--- src/rtl/cfgx_pkg.sv ---
package cfgx_pkg;
  localparam int DATA_W    = 32;
  localparam int CFG_AW    = 32;
  localparam int SPARSE_SH = 5;
  localparam int BUS_AW    = CFG_AW + SPARSE_SH;
  localparam int MODE_HI   = 31;
  localparam int MODE_LO   = 30;
  localparam logic [1:0] MODE_ROUTED = 2'b01;

  typedef enum logic [2:0] {
    ST_IDLE,
    ST_CHECK,
    ST_MODE,
    ST_ACCESS,
    ST_WAIT,
    ST_RESTORE,
    ST_FINISH
  } cstate_t;

  typedef struct packed {
    logic              write;
    logic [7:0]        bus;
    logic [4:0]        dev;
    logic [2:0]        fn;
    logic [7:0]        off;
    logic [2:0]        size;
    logic [DATA_W-1:0] wdata;
  } creq_t;
endpackage

--- src/rtl/cfgx_addr_gen.sv ---
module cfgx_addr_gen
  import cfgx_pkg::*;
#(
  parameter int MAX_DEV0 = 8
) (
  input  logic [7:0]        bus,
  input  logic [4:0]        dev,
  input  logic [2:0]        fn,
  input  logic [5:0]        dword,
  input  logic [2:0]        size,
  output logic              is_type1,
  output logic              is_nodev,
  output logic [BUS_AW-1:0] sparse_addr
);
  localparam logic [4:0] DEV_LIMIT = 5'(MAX_DEV0);

  logic [CFG_AW-1:0] cfg_addr;
  logic [2:0]        size_m1;

  assign is_type1 = (bus != 8'd0);
  assign is_nodev = !is_type1 && (dev > DEV_LIMIT);
  assign size_m1  = size - 3'd1;

  always_comb begin
    cfg_addr = '0;
    if (!is_type1) begin
      cfg_addr = 32'h0000_0800 << dev;
    end else begin
      cfg_addr[23:16] = bus;
      cfg_addr[15:11] = dev;
    end
    cfg_addr[10:8] = fn;
    cfg_addr[7:2]  = dword;
  end

  assign sparse_addr = {cfg_addr, {SPARSE_SH{1'b0}}}
                     + {{(BUS_AW-6){1'b0}}, size_m1, 3'b000};
endmodule

--- src/rtl/cfgx_lane.sv ---
module cfgx_lane
  import cfgx_pkg::*;
(
  input  logic [1:0]        byte_sel,
  input  logic [DATA_W-1:0] host_wdata,
  input  logic [DATA_W-1:0] raw_rdata,
  input  logic              force_ones,
  output logic [DATA_W-1:0] bus_wdata,
  output logic [DATA_W-1:0] host_rdata
);
  logic [4:0] shamt;

  assign shamt     = {byte_sel, 3'b000};
  assign bus_wdata = host_wdata << shamt;

  always_comb begin
    if (force_ones) host_rdata = '1;
    else            host_rdata = raw_rdata >> shamt;
  end
endmodule

--- src/rtl/cfgx_ctrl.sv ---
module cfgx_ctrl
  import cfgx_pkg::*;
#(
  parameter int WAIT_CYC = 10000
) (
  input  logic              clk,
  input  logic              rst_n,
  input  logic              accept,
  input  logic              is_type1,
  input  logic              is_nodev,
  input  logic [DATA_W-1:0] bext_q,
  input  logic              bus_ack,
  input  logic              bus_err,
  input  logic [DATA_W-1:0] bus_rdata,
  output logic              busy,
  output logic              bus_req,
  output logic              bext_we,
  output logic [DATA_W-1:0] bext_wd,
  output logic [DATA_W-1:0] raw_rdata,
  output logic              err_seen,
  output logic              done
);
  localparam int CNT_W = (WAIT_CYC > 1) ? $clog2(WAIT_CYC) : 1;
  localparam logic [CNT_W-1:0] CNT_LAST = CNT_W'(WAIT_CYC - 1);
  localparam logic [DATA_W-1:0] MODE_MASK =
    DATA_W'(3) << MODE_LO;
  localparam logic [DATA_W-1:0] MODE_SETV =
    DATA_W'(MODE_ROUTED) << MODE_LO;

  cstate_t           st_q, st_d;
  logic [CNT_W-1:0]  cnt_q, cnt_d;
  logic [DATA_W-1:0] saved_q, saved_d;
  logic [DATA_W-1:0] rdata_q, rdata_d;
  logic              err_q, err_d;
  logic              save_en, cap_en, cnt_en;

  always_comb begin
    st_d     = st_q;
    cnt_d    = cnt_q;
    saved_d  = bext_q & ~MODE_MASK;
    rdata_d  = bus_rdata;
    err_d    = err_q;
    save_en  = 1'b0;
    cap_en   = 1'b0;
    cnt_en   = 1'b0;
    bext_we  = 1'b0;
    bext_wd  = saved_q;
    bus_req  = 1'b0;
    done     = 1'b0;
    unique case (st_q)
      ST_IDLE: begin
        if (accept) begin
          st_d  = ST_CHECK;
          err_d = 1'b0;
        end
      end
      ST_CHECK: begin
        if (is_nodev) begin
          st_d = ST_FINISH;
        end else if (is_type1) begin
          save_en = 1'b1;
          st_d    = ST_MODE;
        end else begin
          st_d = ST_ACCESS;
        end
      end
      ST_MODE: begin
        bext_we = 1'b1;
        bext_wd = saved_q | MODE_SETV;
        st_d    = ST_ACCESS;
      end
      ST_ACCESS: begin
        bus_req = 1'b1;
        if (bus_ack) begin
          cap_en = 1'b1;
          err_d  = bus_err;
          cnt_en = 1'b1;
          cnt_d  = '0;
          st_d   = ST_WAIT;
        end
      end
      ST_WAIT: begin
        err_d = err_q | bus_err;
        if (cnt_q == CNT_LAST) begin
          st_d = is_type1 ? ST_RESTORE : ST_FINISH;
        end else begin
          cnt_en = 1'b1;
          cnt_d  = cnt_q + 1'b1;
        end
      end
      ST_RESTORE: begin
        bext_we = 1'b1;
        bext_wd = saved_q;
        st_d    = ST_FINISH;
      end
      ST_FINISH: begin
        done = 1'b1;
        st_d = ST_IDLE;
      end
      default: st_d = ST_IDLE;
    endcase
  end

  always_ff @(posedge clk or negedge rst_n) begin
    if (!rst_n) begin
      st_q    <= ST_IDLE;
      cnt_q   <= '0;
      saved_q <= '0;
      rdata_q <= '0;
      err_q   <= 1'b0;
    end else begin
      st_q  <= st_d;
      err_q <= err_d;
      if (cnt_en)  cnt_q   <= cnt_d;
      if (save_en) saved_q <= saved_d;
      if (cap_en)  rdata_q <= rdata_d;
    end
  end

  assign busy      = (st_q != ST_IDLE);
  assign raw_rdata = rdata_q;
  assign err_seen  = err_q;

  // done lasts one cycle
  a_r10_done_single: assert property (@(posedge clk) disable iff (!rst_n)
    done |=> !done);

  // busy is held until done
  a_r10_busy_hold: assert property (@(posedge clk) disable iff (!rst_n)
    (busy && !done) |=> busy);

  // routed mode is programmed in the cycle before the access starts
  a_r4_mode_first: assert property (@(posedge clk) disable iff (!rst_n)
    ($rose(bus_req) && is_type1) |->
      ($past(bext_we) && ($past(bext_wd[MODE_HI:MODE_LO]) == MODE_ROUTED)));

  // a bus-0 access never touches the bank-extension register
  a_r4_type0_untouched: assert property (@(posedge clk) disable iff (!rst_n)
    (busy && !is_type1) |-> !bext_we);

  // a rejected device finishes without a bus access
  a_r2_no_bus: assert property (@(posedge clk) disable iff (!rst_n)
    (done && is_nodev) |-> !$past(bus_req));

  // an accepted access always passes through the wait window
  a_r7_window_before_done: assert property (@(posedge clk) disable iff (!rst_n)
    (done && !is_nodev) |-> !$past(bus_req));

  // the window counter stays in range
  a_r7_cnt_range: assert property (@(posedge clk) disable iff (!rst_n)
    (st_q == ST_WAIT) |-> (cnt_q <= CNT_LAST));
endmodule

--- src/rtl/cfg_cycle_engine.sv ---
module cfg_cycle_engine
  import cfgx_pkg::*;
#(
  parameter int WAIT_CYC = 10000,
  parameter int MAX_DEV0 = 8
) (
  input  logic              clk,
  input  logic              rst_n,
  input  logic              req_valid,
  input  logic              req_write,
  input  logic [7:0]        req_bus,
  input  logic [4:0]        req_dev,
  input  logic [2:0]        req_fn,
  input  logic [7:0]        req_off,
  input  logic [2:0]        req_size,
  input  logic [31:0]       req_wdata,
  input  logic              abort_clr,
  output logic              busy,
  output logic              done,
  output logic              resp_nodev,
  output logic [31:0]       resp_rdata,
  output logic              abort_sticky,
  input  logic [31:0]       bext_q,
  output logic              bext_we,
  output logic [31:0]       bext_wd,
  output logic              bus_req,
  output logic              bus_write,
  output logic [36:0]       bus_addr,
  output logic [31:0]       bus_wdata,
  input  logic              bus_ack,
  input  logic [31:0]       bus_rdata,
  input  logic              bus_err
);
  creq_t             req_q;
  creq_t             req_in;
  logic              accept;
  logic              is_type1, is_nodev;
  logic [DATA_W-1:0] raw_rdata;
  logic              err_seen;
  logic              sticky_q, sticky_d;

  assign accept = req_valid & ~busy;

  assign req_in = '{write: req_write, bus: req_bus, dev: req_dev,
                    fn: req_fn, off: req_off, size: req_size,
                    wdata: req_wdata};

  always_ff @(posedge clk or negedge rst_n) begin
    if (!rst_n) req_q <= '0;
    else if (accept) req_q <= req_in;
  end

  cfgx_addr_gen #(.MAX_DEV0(MAX_DEV0)) u_addr (
    .bus         (req_q.bus),
    .dev         (req_q.dev),
    .fn          (req_q.fn),
    .dword       (req_q.off[7:2]),
    .size        (req_q.size),
    .is_type1    (is_type1),
    .is_nodev    (is_nodev),
    .sparse_addr (bus_addr)
  );

  cfgx_lane u_lane (
    .byte_sel   (req_q.off[1:0]),
    .host_wdata (req_q.wdata),
    .raw_rdata  (raw_rdata),
    .force_ones (err_seen | is_nodev),
    .bus_wdata  (bus_wdata),
    .host_rdata (resp_rdata)
  );

  cfgx_ctrl #(.WAIT_CYC(WAIT_CYC)) u_ctrl (
    .clk       (clk),
    .rst_n     (rst_n),
    .accept    (accept),
    .is_type1  (is_type1),
    .is_nodev  (is_nodev),
    .bext_q    (bext_q),
    .bus_ack   (bus_ack),
    .bus_err   (bus_err),
    .bus_rdata (bus_rdata),
    .busy      (busy),
    .bus_req   (bus_req),
    .bext_we   (bext_we),
    .bext_wd   (bext_wd),
    .raw_rdata (raw_rdata),
    .err_seen  (err_seen),
    .done      (done)
  );

  assign bus_write  = req_q.write;
  assign resp_nodev = done & is_nodev;

  always_comb begin
    sticky_d = sticky_q;
    if (done && err_seen && !is_nodev) sticky_d = 1'b1;
    else if (abort_clr)                sticky_d = 1'b0;
  end

  always_ff @(posedge clk or negedge rst_n) begin
    if (!rst_n) sticky_q <= 1'b0;
    else        sticky_q <= sticky_d;
  end

  assign abort_sticky = sticky_q;

  // bus-0 address selects exactly one device line
  a_r1_onehot_select: assert property (@(posedge clk) disable iff (!rst_n)
    (bus_req && !is_type1) |-> $onehot(bus_addr[36:16]));

  // routed address keeps its upper byte clear
  a_r3_upper_clear: assert property (@(posedge clk) disable iff (!rst_n)
    (bus_req && is_type1) |-> (bus_addr[36:29] == 8'd0));

  // busy only rises on a presented request
  a_r10_accept_only: assert property (@(posedge clk) disable iff (!rst_n)
    $rose(busy) |-> $past(req_valid));

  // sticky abort holds until cleared
  a_r11_sticky_hold: assert property (@(posedge clk) disable iff (!rst_n)
    (abort_sticky && !abort_clr) |=> abort_sticky);
endmodule

--- config.mk ---
export PLATFORM = sky130hd
export DESIGN_NAME = cfg_cycle_engine
export DESIGN_NICKNAME = d
export VERILOG_FILES = /design/src/rtl/cfgx_pkg.sv /design/src/rtl/cfgx_addr_gen.sv /design/src/rtl/cfgx_lane.sv /design/src/rtl/cfgx_ctrl.sv /design/src/rtl/cfg_cycle_engine.sv
export SDC_FILE = /design/constraint.sdc
export NUM_CORES = 1
export LEC_CHECK = 0
export BUFFER_PORTS_ARGS = -buffer_cell sky130_fd_sc_hd__buf_2
export CAP_MARGIN = 25
export CORE_MARGIN = 2
export CORE_UTILIZATION = 50
export CTS_BUF_LIST = sky130_fd_sc_hd__clkbuf_16
export DETAILED_ROUTE_END_ITERATION = 6
export PLACE_DENSITY = 0.93
export SLEW_MARGIN = 5
export SYNTH_ARGS = -nofsm -noshare
export SYNTH_HDL_FRONTEND = slang
export SYNTH_SLANG_ARGS = --single-unit
--- constraint.sdc ---
create_clock -name clk -period 2.25 [get_ports clk]
set_input_delay 0.1125 -clock clk [delete_from_list [all_inputs] [get_ports clk]]
set_output_delay 0.1125 -clock clk [all_outputs]
set_load 0.01 [all_outputs]
==> impl_metrics.py <==
metrics = {
    "clock_tree": {
        "cts_max_path_buffers": 2,
        "clkTransAtPathRegs_ns": 0.06,
        "tritoncts": "built",
        "htree_num_levels": 4,
        "insertion_delay_ns": 0.42,
        "cts_root_buffer": "clkbuf_16",
        "clock_sinks": 141,
        "numCtsBuffers": 17,
    },
    "yosys": {
        "synth_warnings": 0,
        "async_flop_share_pct": 100,
        "netlist_area_sq_um": 7140,
        "synth_cell_type_count": 50,
        "synth_commonest_cells": "167 x nand2_1, 141 x dfrtp_1, 93 x mux2_2, 36 x o21ai_0, 35 x mux2i_1",
        "avgSynthCellArea_sq_um": 10.2,
        "synth_most_common_cell": "nand2_1",
        "ys_seq_elements": 141,
        "yosysTopAreaCell": "dfrtp_1",
        "post-synth-top-area-fraction_pct": 49.4,
        "synthCells": 703,
        "synthTopCellsByArea": "dfrtp_1 49%, mux2_2 15%, nand2_1 8.8%, mux2i_1 4.9%, o21ai_0 2.5%",
        "ys.flop_type": "dfrtp_1",
        "seq_area_frac_synth_pct": 49.4,
        "synth_edf_count": 0,
    },
    "critical_path": {
        "cp.required_ns": 2.14,
        "cp.arrival_ns": 2.22,
        "timing.rr.start": "u_ctrl.st_q[0]",
        "crit_fanout": 8,
        "cp-start-kind": "register",
        "critPathLaunch": "req_q[48]",
        "end_kind": "output pin",
        "path_class": "reg -> out",
    },
    "floorplan": {
        "core_sq_um": 13900,
        "num_rows": 43,
        "io_pins": 270,
        "die_area_sq_um": 15200,
        "fp.dieH_um": 123,
        "start_util_pct": 51.2,
        "die_x_um": 123,
    },
    "cells_and_area": {
        "area_growth_syn_to_layout_pct": 49.5,
        "multi_input_area_sq_um": 3380,
        "regArea_sq_um": 3530,
        "drive_above_1_share_pct": 40.3,
        "nets": 1218,
        "final.fill_count": 836,
        "fin_util_pct": 76.6,
    },
    "pwr": {
        "p_sw_mw": 6.42,
        "leakage_nw": 5.18,
        "clock_power_share_pct": 17.1,
        "p_sw_share_pct": 42.0,
        "pwr-share-comb_pct": 51.2,
        "intPower_mw": 8.88,
        "ir_drop_v": 0.000834,
        "power.density_nw_per_um2": 1430,
        "p_total_mw": 15.3,
        "seq_power_share_pct": 31.7,
    },
    "hold_path": {
        "hold_path.startpoint": "bus_err",
        "hp-class": "in -> reg",
    },
    "route": {
        "routed_wl_um": 25000,
        "vias": 7202,
        "drc": 10,
        "first_pass_iters": 7,
        "ant_nets": 0,
        "drtIter0Drc": 576,
        "wl_per_cell_um": 19.6,
        "drt-vias-per-instance": 5.63,
    },
    "sta": {
        "period_share_pct": 104,
        "fin_crit_ns": 2.33,
        "skew_ns": 0.00897,
        "rsz0062_at_grt": "yes",
        "finalHoldViolCount": 0,
        "slew_viol_final": 0,
        "setup_viol": 18,
        "worstMarginPinSlew_ns": 0.653,
        "setup_slack_ns": -0.0799,
        "slew_headroom_pct": 56.2,
        "fmax_mhz": 429,
    },
    "global_routing": {
        "grt_usage_pct": 31.6,
        "antenna_found_initial": 1,
        "grt-ovfl-total": 0,
        "grt_max_degree": 64,
        "grt_pass1_wl_um": 37100,
        "grt_pass1_vias": 7274,
    },
    "place": {
        "detailed_place_hpwl_um": 13800,
        "io_buffers": 262,
        "gp_congestion": 0.860,
    },
    "run": {
        "drv_cap": 0,
    },
    "status": {
        "outcome": "complete, but fails checks",
        "failed_checks": "design-rule violations, negative setup slack",
    },
}
-- layer usage --
layer	share of wire, %	GRT usage, %	up-vias	wire, um
met2	49	53.2	495	12400
met5	0	0	-	0
met4	4.9	17.3	0	1230
met3	9.0	8.86	121	2250
li1	-	-	3195	-
met1	37	36.5	3391	9180
-- state kept, by name (all words and copies together), names as in the netlist --
name	count
u_ctrl.cnt_q	14
u_ctrl.saved_q	30
u_ctrl.st_q	3
req_q	59
abort_sticky	1
u_ctrl.err_seen	1
u_ctrl.raw_rdata	32
bus_write	1
-- placed cells by master, fill, tap and decap left out, types with 5 or more instances in the layout --
cell type	count
nor3_1	7
dfrtp_1	138
nand3_1	6
mux2_2	93
dlygate4sd3_1	124
a21oi_1	14
clkbuf_16	20
a21o_1	5
mux2i_1	35
clkinvlp_4	5
nor2b_1	11
buf_2	260
o211ai_1	9
inv_1	9
and2_1	10
buf_4	27
a211oi_1	9
nand2_1	163
nor2_1	24
o21ai_0	33
conb_1	5
-- cells by family after synthesis --
logic type	Yosys count	synth area share (%)
compound gates	98	8.99
xor+xnor	4	0.491
fa+ha+maj	2	0.351
buf+inv	68	4.63
flops	141	49.4
mux	130	19.9
other cells	1	0.0525
simple gates	259	16.2
-- final timing paths --
kind	to	cells past startpoint	slack [ns]
worst min-delay path	u_ctrl.err_seen	5	0.12
worst max register to register	u_ctrl.cnt_q[11]	4	0.22
min in group asynchronous	u_ctrl.raw_rdata[29]	2	0.23
worst min register to register	u_ctrl.raw_rdata[9]	2	0.47
max in group asynchronous	u_ctrl.saved_q[0]	3	1.32
worst max-delay path	resp_rdata[22]	7	-0.08
-- layout make-up --
cell class              count  area share (%)
repair buffers            421            27.6
inverters                   7           0.246
diodes                      1          0.0234
clock inverters            15            1.20
flip-flops and latches    141            33.1
clock buffers              17            3.99
multi-input cells         498            31.7
well taps                 180            2.11
-- power groups by stage --
stage / registers [mW] / logic, mW / clock network [mW]
6_report: 4.85 / 7.83 / 2.62
5_1_grt: 4.97 / 8.42 / 2.78
3_3_place_gp: 4.59 / 6.68 / 0
4_1_cts: 4.67 / 7.13 / 2.64
3_5_place_dp: 4.67 / 6.89 / 0
2_1_floorplan: 4.50 / 4.53 / 0
-- per-stage QoR --
stage               hold slack [ns]  worst slack, ns  setup TNS, ns  cells  area [sq um]
floorplan                    -0.183            0.236              0    707          7150
global placement             0.0907            0.306              0   1113          8640
detailed placement           0.0928            0.266              0   1114          8650
CTS                          0.0844          -0.0161        -0.0161   1270         10500
global route                  0.151           -0.125          -2.49   1280         10700
finish                        0.116          -0.0799         -0.451   1280         10700
-- critical path, stage by stage, from the launching register on --
cell and delay [ns]:
dfrtp_1 0.39, or3_4 0.40, a21o_1 0.23, a21oi_4 0.17, buf_12 0.14, buf_12 0.13
o21ai_0 0.15, buf_2 0.19
-- what timing repair did --
item                                    in CTS  in global routing
hold buffers                               124                  0
endpoints found under the setup margin      42                 49
setup buffers                                0                  6
gates resized for setup                      6                 19
pin swaps                                    0                  5
endpoints found under the hold margin      170                  0
cloned                                       0                  3
Power figures use the tool's default switching activity.
